==> config.mk <==
export PLATFORM = sky130hd
export DESIGN_NAME = vidfrm_conv
export DESIGN_NICKNAME = d
export VERILOG_FILES = /design/src/rtl/vidfrm_pkg.sv /design/src/rtl/vidfrm_sync_norm.sv /design/src/rtl/vidfrm_line_ctl.sv /design/src/rtl/vidfrm_hold_out.sv /design/src/rtl/vidfrm_conv.sv
export SDC_FILE = /design/constraint.sdc
export NUM_CORES = 1
export LEC_CHECK = 0
export BUFFER_PORTS_ARGS = -buffer_cell sky130_fd_sc_hd__buf_2
export CAP_MARGIN = 20
export CORE_ASPECT_RATIO = 1.25
export CORE_MARGIN = 2
export CORE_UTILIZATION = 28
export CTS_CLUSTER_DIAMETER = 120
export CTS_CLUSTER_SIZE = 24
export DETAILED_ROUTE_END_ITERATION = 7
export GPL_TIMING_DRIVEN = 0
export PLACE_DENSITY = 0.5
export SLEW_MARGIN = 20
export SYNTH_ARGS = -nofsm -noshare
export SYNTH_HDL_FRONTEND = slang
export SYNTH_SLANG_ARGS = --single-unit
export TNS_END_PERCENT = 1
==> constraint.sdc <==
create_clock -name clk -period 3.3 [get_ports clk]
set_input_delay 0.165 -clock clk [delete_from_list [all_inputs] [get_ports clk]]
set_output_delay 0.165 -clock clk [all_outputs]
set_load 0.02 [all_outputs]
==> src/rtl/vidfrm_pkg.sv <==
package vidfrm_pkg;

    localparam int NUM_SYNC = 2;
    localparam int SYNC_H   = 0;
    localparam int SYNC_V   = 1;

    typedef enum logic [1:0] {
        ST_UNLOCKED = 2'd0,
        ST_GAP      = 2'd1,
        ST_HOLD     = 2'd2
    } line_state_e;

    typedef struct packed {
        logic sof;
        logic sol;
        logic eol;
        logic eof;
    } marks_t;

endpackage

==> src/rtl/vidfrm_sync_norm.sv <==
module vidfrm_sync_norm (
    input  logic raw_lvl,
    input  logic act_high,
    output logic active
);
    // Level matches the selected active polarity.
    assign active = ~(raw_lvl ^ act_high);
endmodule

==> src/rtl/vidfrm_line_ctl.sv <==
module vidfrm_line_ctl
    import vidfrm_pkg::*;
#(
    parameter int HEIGHT_W = 12
) (
    input  logic                clk,
    input  logic                rst,
    input  logic                in_ce,
    input  logic                in_de,
    input  logic                hs_act,
    input  logic                vs_act,
    input  logic [HEIGHT_W-1:0] cfg_height,
    output logic                load,
    output logic                emit,
    output logic                emit_eol,
    output logic                emit_eof,
    output logic                load_sol,
    output logic                load_sof
);
    localparam int CW = HEIGHT_W + 1;

    line_state_e         state, nxt;
    logic                vs_prev;
    logic                vs_edge;
    logic                sof_pend;
    logic [HEIGHT_W-1:0] lines_done;
    logic [CW-1:0]       line_num;
    logic                active_px;
    logic                eof_now;

    assign vs_edge   = vs_act & ~vs_prev;
    assign active_px = in_de & ~hs_act & ~vs_act;
    assign line_num  = {1'b0, lines_done} + CW'(1);
    assign eof_now   = (line_num == {1'b0, cfg_height});

    // State register.
    always_ff @(posedge clk) begin
        if (rst) state <= ST_UNLOCKED;
        else     state <= nxt;
    end

    // Next state and control outputs.
    always_comb begin
        nxt      = state;
        load     = 1'b0;
        emit     = 1'b0;
        emit_eol = 1'b0;
        load_sol = 1'b0;
        load_sof = 1'b0;
        unique case (state)
            ST_UNLOCKED: begin
                if (vs_edge) nxt = ST_GAP;
            end
            ST_GAP: begin
                if (in_ce && active_px) begin
                    load     = 1'b1;
                    load_sol = 1'b1;
                    load_sof = sof_pend;
                    nxt      = ST_HOLD;
                end
            end
            ST_HOLD: begin
                if (in_ce) begin
                    emit = 1'b1;
                    if (active_px) begin
                        load = 1'b1;
                    end else begin
                        emit_eol = 1'b1;
                        nxt      = ST_GAP;
                    end
                end
            end
            default: nxt = ST_UNLOCKED;
        endcase
        emit_eof = emit_eol & eof_now;
    end

    // Frame bookkeeping: sync edge, start-of-frame arming, line count.
    always_ff @(posedge clk) begin
        if (rst) begin
            vs_prev    <= 1'b1;
            sof_pend   <= 1'b0;
            lines_done <= '0;
        end else begin
            vs_prev <= vs_act;
            if (vs_edge) begin
                sof_pend   <= 1'b1;
                lines_done <= '0;
            end else begin
                if (load_sof) sof_pend <= 1'b0;
                if (emit_eol && (lines_done != '1))
                    lines_done <= lines_done + HEIGHT_W'(1);
            end
        end
    end

endmodule

==> src/rtl/vidfrm_hold_out.sv <==
module vidfrm_hold_out
    import vidfrm_pkg::*;
#(
    parameter int PIX_W = 24
) (
    input  logic             clk,
    input  logic             rst,
    input  logic             load,
    input  logic             emit,
    input  logic             emit_eol,
    input  logic             emit_eof,
    input  logic             load_sol,
    input  logic             load_sof,
    input  logic [PIX_W-1:0] in_pix,
    output logic             out_valid,
    output marks_t           out_marks,
    output logic [PIX_W-1:0] out_pix
);
    logic [PIX_W-1:0] hold_pix;
    logic             hold_sol;
    logic             hold_sof;

    // One-entry hold register.
    always_ff @(posedge clk) begin
        if (rst) begin
            hold_pix <= '0;
            hold_sol <= 1'b0;
            hold_sof <= 1'b0;
        end else if (load) begin
            hold_pix <= in_pix;
            hold_sol <= load_sol;
            hold_sof <= load_sof;
        end
    end

    // Output register; data only moves on a beat.
    always_ff @(posedge clk) begin
        if (rst) begin
            out_valid <= 1'b0;
            out_marks <= '0;
            out_pix   <= '0;
        end else begin
            out_valid <= emit;
            if (emit) begin
                out_pix       <= hold_pix;
                out_marks.sof <= hold_sof;
                out_marks.sol <= hold_sol;
                out_marks.eol <= emit_eol;
                out_marks.eof <= emit_eof;
            end else begin
                out_marks <= '0;
            end
        end
    end

endmodule

==> src/rtl/vidfrm_conv.sv <==
module vidfrm_conv
    import vidfrm_pkg::*;
#(
    parameter int PIX_W    = 24,
    parameter int HEIGHT_W = 12
) (
    input  logic                clk,
    input  logic                rst,
    input  logic                cfg_hs_pol,
    input  logic                cfg_vs_pol,
    input  logic [HEIGHT_W-1:0] cfg_height,
    input  logic                in_ce,
    input  logic                in_hs,
    input  logic                in_vs,
    input  logic                in_de,
    input  logic [PIX_W-1:0]    in_pix,
    output logic                out_valid,
    output logic                out_sof,
    output logic                out_sol,
    output logic                out_eol,
    output logic                out_eof,
    output logic [PIX_W-1:0]    out_pix
);
    logic [NUM_SYNC-1:0] sync_raw, sync_pol, sync_act;
    logic   load, emit, emit_eol, emit_eof, load_sol, load_sof;
    marks_t marks;

    assign sync_raw[SYNC_H] = in_hs;
    assign sync_raw[SYNC_V] = in_vs;
    assign sync_pol[SYNC_H] = cfg_hs_pol;
    assign sync_pol[SYNC_V] = cfg_vs_pol;

    for (genvar g = 0; g < NUM_SYNC; g++) begin : g_sync
        vidfrm_sync_norm u_norm (
            .raw_lvl  (sync_raw[g]),
            .act_high (sync_pol[g]),
            .active   (sync_act[g])
        );
    end

    vidfrm_line_ctl #(.HEIGHT_W(HEIGHT_W)) u_ctl (
        .clk        (clk),
        .rst        (rst),
        .in_ce      (in_ce),
        .in_de      (in_de),
        .hs_act     (sync_act[SYNC_H]),
        .vs_act     (sync_act[SYNC_V]),
        .cfg_height (cfg_height),
        .load       (load),
        .emit       (emit),
        .emit_eol   (emit_eol),
        .emit_eof   (emit_eof),
        .load_sol   (load_sol),
        .load_sof   (load_sof)
    );

    vidfrm_hold_out #(.PIX_W(PIX_W)) u_out (
        .clk       (clk),
        .rst       (rst),
        .load      (load),
        .emit      (emit),
        .emit_eol  (emit_eol),
        .emit_eof  (emit_eof),
        .load_sol  (load_sol),
        .load_sof  (load_sof),
        .in_pix    (in_pix),
        .out_valid (out_valid),
        .out_marks (marks),
        .out_pix   (out_pix)
    );

    assign out_sof = marks.sof;
    assign out_sol = marks.sol;
    assign out_eol = marks.eol;
    assign out_eof = marks.eof;

endmodule

==> results.py <==
metrics = {
    "sta": {
        "skew_ps": 7.17,
        "fin_crit_sh_pct": 68.5,
        "hold_violations": 0,
        "finalSetupViolCount": 0,
        "finalSetupTns_ps": 0,
        "setup_slack_ps": 1040,
        "relSlewSlack_pct": 65.1,
        "max_freq_mhz": 442,
        "worst_pin_slew_ps": 523,
        "drv_slew": 0,
        "rsz0062_at_grt": "false",
        "fin_crit_ps": 2260,
    },
    "placement": {
        "gp_congestion": 0.802,
        "dp_hpwl_um": 5540,
        "port_buffers": 72,
        "dp_slack_ps": 1030,
        "dpl_cell_area_um2": 3500,
    },
    "cts": {
        "holdBufCountCts": 0,
        "cts_resized": 0,
        "cts-buffers-inserted": 9,
        "clock-sinks": 71,
        "clkTransAtPathRegs_ps": 60,
        "postCtsSetupBuffers": 0,
        "cts_buffer_depth": 2,
        "cts_max_level": 3,
        "cts_tree": "done",
        "insertion_delay_ps": 330,
        "cts_root_buf": "clkbuf_16",
    },
    "logic_synthesis": {
        "synth-seq-cells": 71,
        "synthesis.nets": 413,
        "synth.cell_area_um2": 2980,
        "postSynthAreaPerCell_um2": 8.16,
        "yosysWarnings": 0,
        "synth_cells": 365,
        "async_flop_share_pct": 0,
        "ys_seq_area_share_pct": 47.8,
        "synth_edf_count": 0,
        "synth.distinct_cells": 38,
        "synth-main-ff-cell": "dfxtp_1",
    },
    "critical_path": {
        "arrival_ps": 2500,
        "start_kind": "flip-flop",
        "r2r_slack_ps": 1040,
        "r2r_cells": 7,
        "path_max_fanout": 9,
        "r2r-start": "u_ctl.state[0]$_SDFFE_PP0P_",
        "path_class": "flip-flop to flip-flop",
        "r2r-end": "u_out.out_marks[0]$_SDFF_PP0_",
        "cp-end-kind": "flip-flop",
        "cp.required_ps": 3530,
    },
    "layout": {
        "fin_area_um2": 3820,
        "syn2layout_area_growth_pct": 28.3,
        "fillers": 1131,
        "drive_gt1_share_pct": 23.4,
        "diodes": 0,
        "final_nets": 496,
    },
    "die": {
        "dieArea_um2": 11500,
        "die_height_um": 119,
        "start_util_pct": 28.5,
        "rows": 42,
        "core_um2": 10500,
        "die_x_um": 96.2,
        "ios": 73,
    },
    "drt": {
        "wire_per_inst_um": 12.8,
        "first_iter_violations": 77,
        "drt-total-wl_um": 7500,
        "dr.pass1.iters": 4,
        "antenna_left": 0,
        "drt-vias-per-instance": 4.58,
        "drcViolationCount": 0,
        "vias": 2681,
    },
    "global_route": {
        "grt_pass1_wl_um": 12200,
        "antenna_found_initial": 0,
        "grt_max_degree": 14,
        "grt_pass1_vias": 2519,
        "gr-total-overflow": 0,
        "track_usage_pct": 13.6,
    },
    "worst_hold_path": {
        "min-delay-start": "in_pix[7]",
        "hold_path.class": "primary input to flip-flop",
        "hold_depth": 3,
        "hold_end": "u_out.hold_pix[7]$_SDFFE_PP0P_",
    },
    "power": {
        "powerDensity_nw_per_um2": 525,
        "leakagePower_uw": 0.00149,
        "ir_drop_mv": 0.352,
    },
    "flow_run": {
        "cap_violations": 0,
    },
    "outcome": {
        "status": "finished clean",
    },
}
==> metrics by stage <==
| step | cells | hold slack [ps] | utilization [%] | power, uW |
|---|---|---|---|---|
| final | 585 | 73.0 | 36.5 | 2010 |
| after global routing | 585 | 75.6 | 36.5 | 2090 |
| after CTS | 585 | 61.5 | 36.5 | 2040 |
| after detailed placement | 569 | 411 | 33.5 | 1010 |
| after global placement | 569 | 406 | 33.5 | 1010 |
| after floorplan | 365 | 264 | - | 957 |
==> sequential cells by signal, indices dropped and copies added, names as in the netlist <==
name,count
u_out.hold_pix,24
u_out.out_pix,24
u_ctl.sof_pend,1
u_ctl.vs_prev,1
u_out.out_marks,4
u_ctl.lines_done,12
u_out.out_valid,1
u_out.hold_sof,1
u_out.hold_sol,1
u_ctl.state,2
==> synth_stat cells, types with 2 or more instances <==
cell type / count / area share [%]
and4_1: 2 / 0.59
nand2b_1: 4 / 0.84
buf_2: 4 / 0.67
nor3_1: 4 / 0.67
a21oi_1: 55 / 9.2
dfxtp_1: 71 / 48
nand3_1: 10 / 1.7
or2_2: 2 / 0.42
clkbuf_1: 15 / 1.9
ha_1: 4 / 1.7
xnor2_1: 10 / 2.9
inv_1: 6 / 0.76
and3_2: 3 / 0.76
a31oi_1: 2 / 0.42
and3_1: 3 / 0.63
xor2_1: 15 / 4.4
nand2_1: 105 / 13
and2_1: 4 / 0.84
nor2_1: 15 / 1.9
nand4_1: 5 / 1.1
buf_6: 3 / 1.1
nor3b_1: 2 / 0.50
o21ai_0: 6 / 1.0
==> worst max-delay path by stage <==
stage / start / end / slack [ps]
final: u_ctl.state[0]$_SDFFE_PP0P_ / u_out.out_marks[0]$_SDFF_PP0_ / 1040
after global routing: u_ctl.state[0]$_SDFFE_PP0P_ / u_out.out_marks[0]$_SDFF_PP0_ / 850
after detailed placement: u_ctl.state[0]$_SDFFE_PP0P_ / u_out.out_marks[0]$_SDFF_PP0_ / 1030
after floorplan: u_ctl.lines_done[0]$_SDFFE_PP0P_ / u_out.out_marks[0]$_SDFF_PP0_ / 1370
after global placement: u_ctl.state[0]$_SDFFE_PP0P_ / u_out.out_marks[0]$_SDFF_PP0_ / 1120
after CTS: u_ctl.state[0]$_SDFFE_PP0P_ / u_out.out_marks[0]$_SDFF_PP0_ / 1010
==> worst max-delay path, cell delays in order, from the launching register on <==
cell and delay [ps]:
dfxtp_1 310, inv_1 100, ha_1 270, nand2_2 190
a31oi_2 370, nand4_1 120, or4_1 540, nor4_1 260
==> layout by cell type (no fill, tap or decap), types with 2 or more instances in the layout <==
cell / synthesis / routed
nand2_1: 105 / 105
buf_2: 4 / 76
dfxtp_1: 71 / 71
a21oi_1: 55 / 55
xor2_1: 15 / 15
nor2_1: 15 / 15
clkbuf_1: 15 / 15
nand3_1: 10 / 10
xnor2_1: 10 / 10
clkbuf_16: 0 / 9
inv_1: 6 / 6
o21ai_0: 6 / 6
nand4_1: 5 / 5
nor3_1: 4 / 4
and2_1: 4 / 4
nand2b_1: 4 / 4
ha_1: 4 / 4
and3_1: 3 / 3
buf_6: 3 / 3
and3_2: 3 / 3
or2_2: 2 / 2
nor3b_1: 2 / 2
and4_1: 2 / 2
a31oi_1: 2 / 2
inv_6: 0 / 2
clkbuf_8: 0 / 2
==> routing by layer <==
layer	vias to the layer above	track usage (%)	part of all wire (%)
li1	1385	-	-
met1	1222	17.9	47
met2	62	21.1	45
met3	12	3.92	5.5
met4	0	4.55	1.5
met5	-	0	0
==> report_power, final <==
part	internal, uW	leakage [uW]	total (uW)	switching, uW
registers	865	0.000572	869	4.04
logic	49.7	0.000766	119	69.2
clock network	633	0.000153	1020	385
total	1550	0.00149	2010	458
==> logic make-up (layout without fill, tap and decap cells) <==
group,count (synthesis),in the layout,synth area share (%)
buffers and inverters,28,116,4.46
AO/OA/AOI/OAI,70,70,13.0
multiplexers,2,2,0.715
flip-flops,71,71,47.8
XOR/XNOR,26,26,7.90
adder cells (fa/ha/maj),4,4,1.68
AND/OR/NAND/NOR,164,164,24.5
==> area by class of cell <==
class                   instances  area [um^2]  share of cell area [%]
plain buffers                  22          110                    2.88
clock buffers                  11          253                    6.62
clock inverters                 5         63.8                    1.67
inverters                       6         22.5                   0.590
multi-input cells             266         1420                    37.3
flip-flops and latches         71         1420                    37.2
well taps                     132          165                    4.33
repair buffers                 72          360                    9.44
Power figures use the tool's default switching activity.
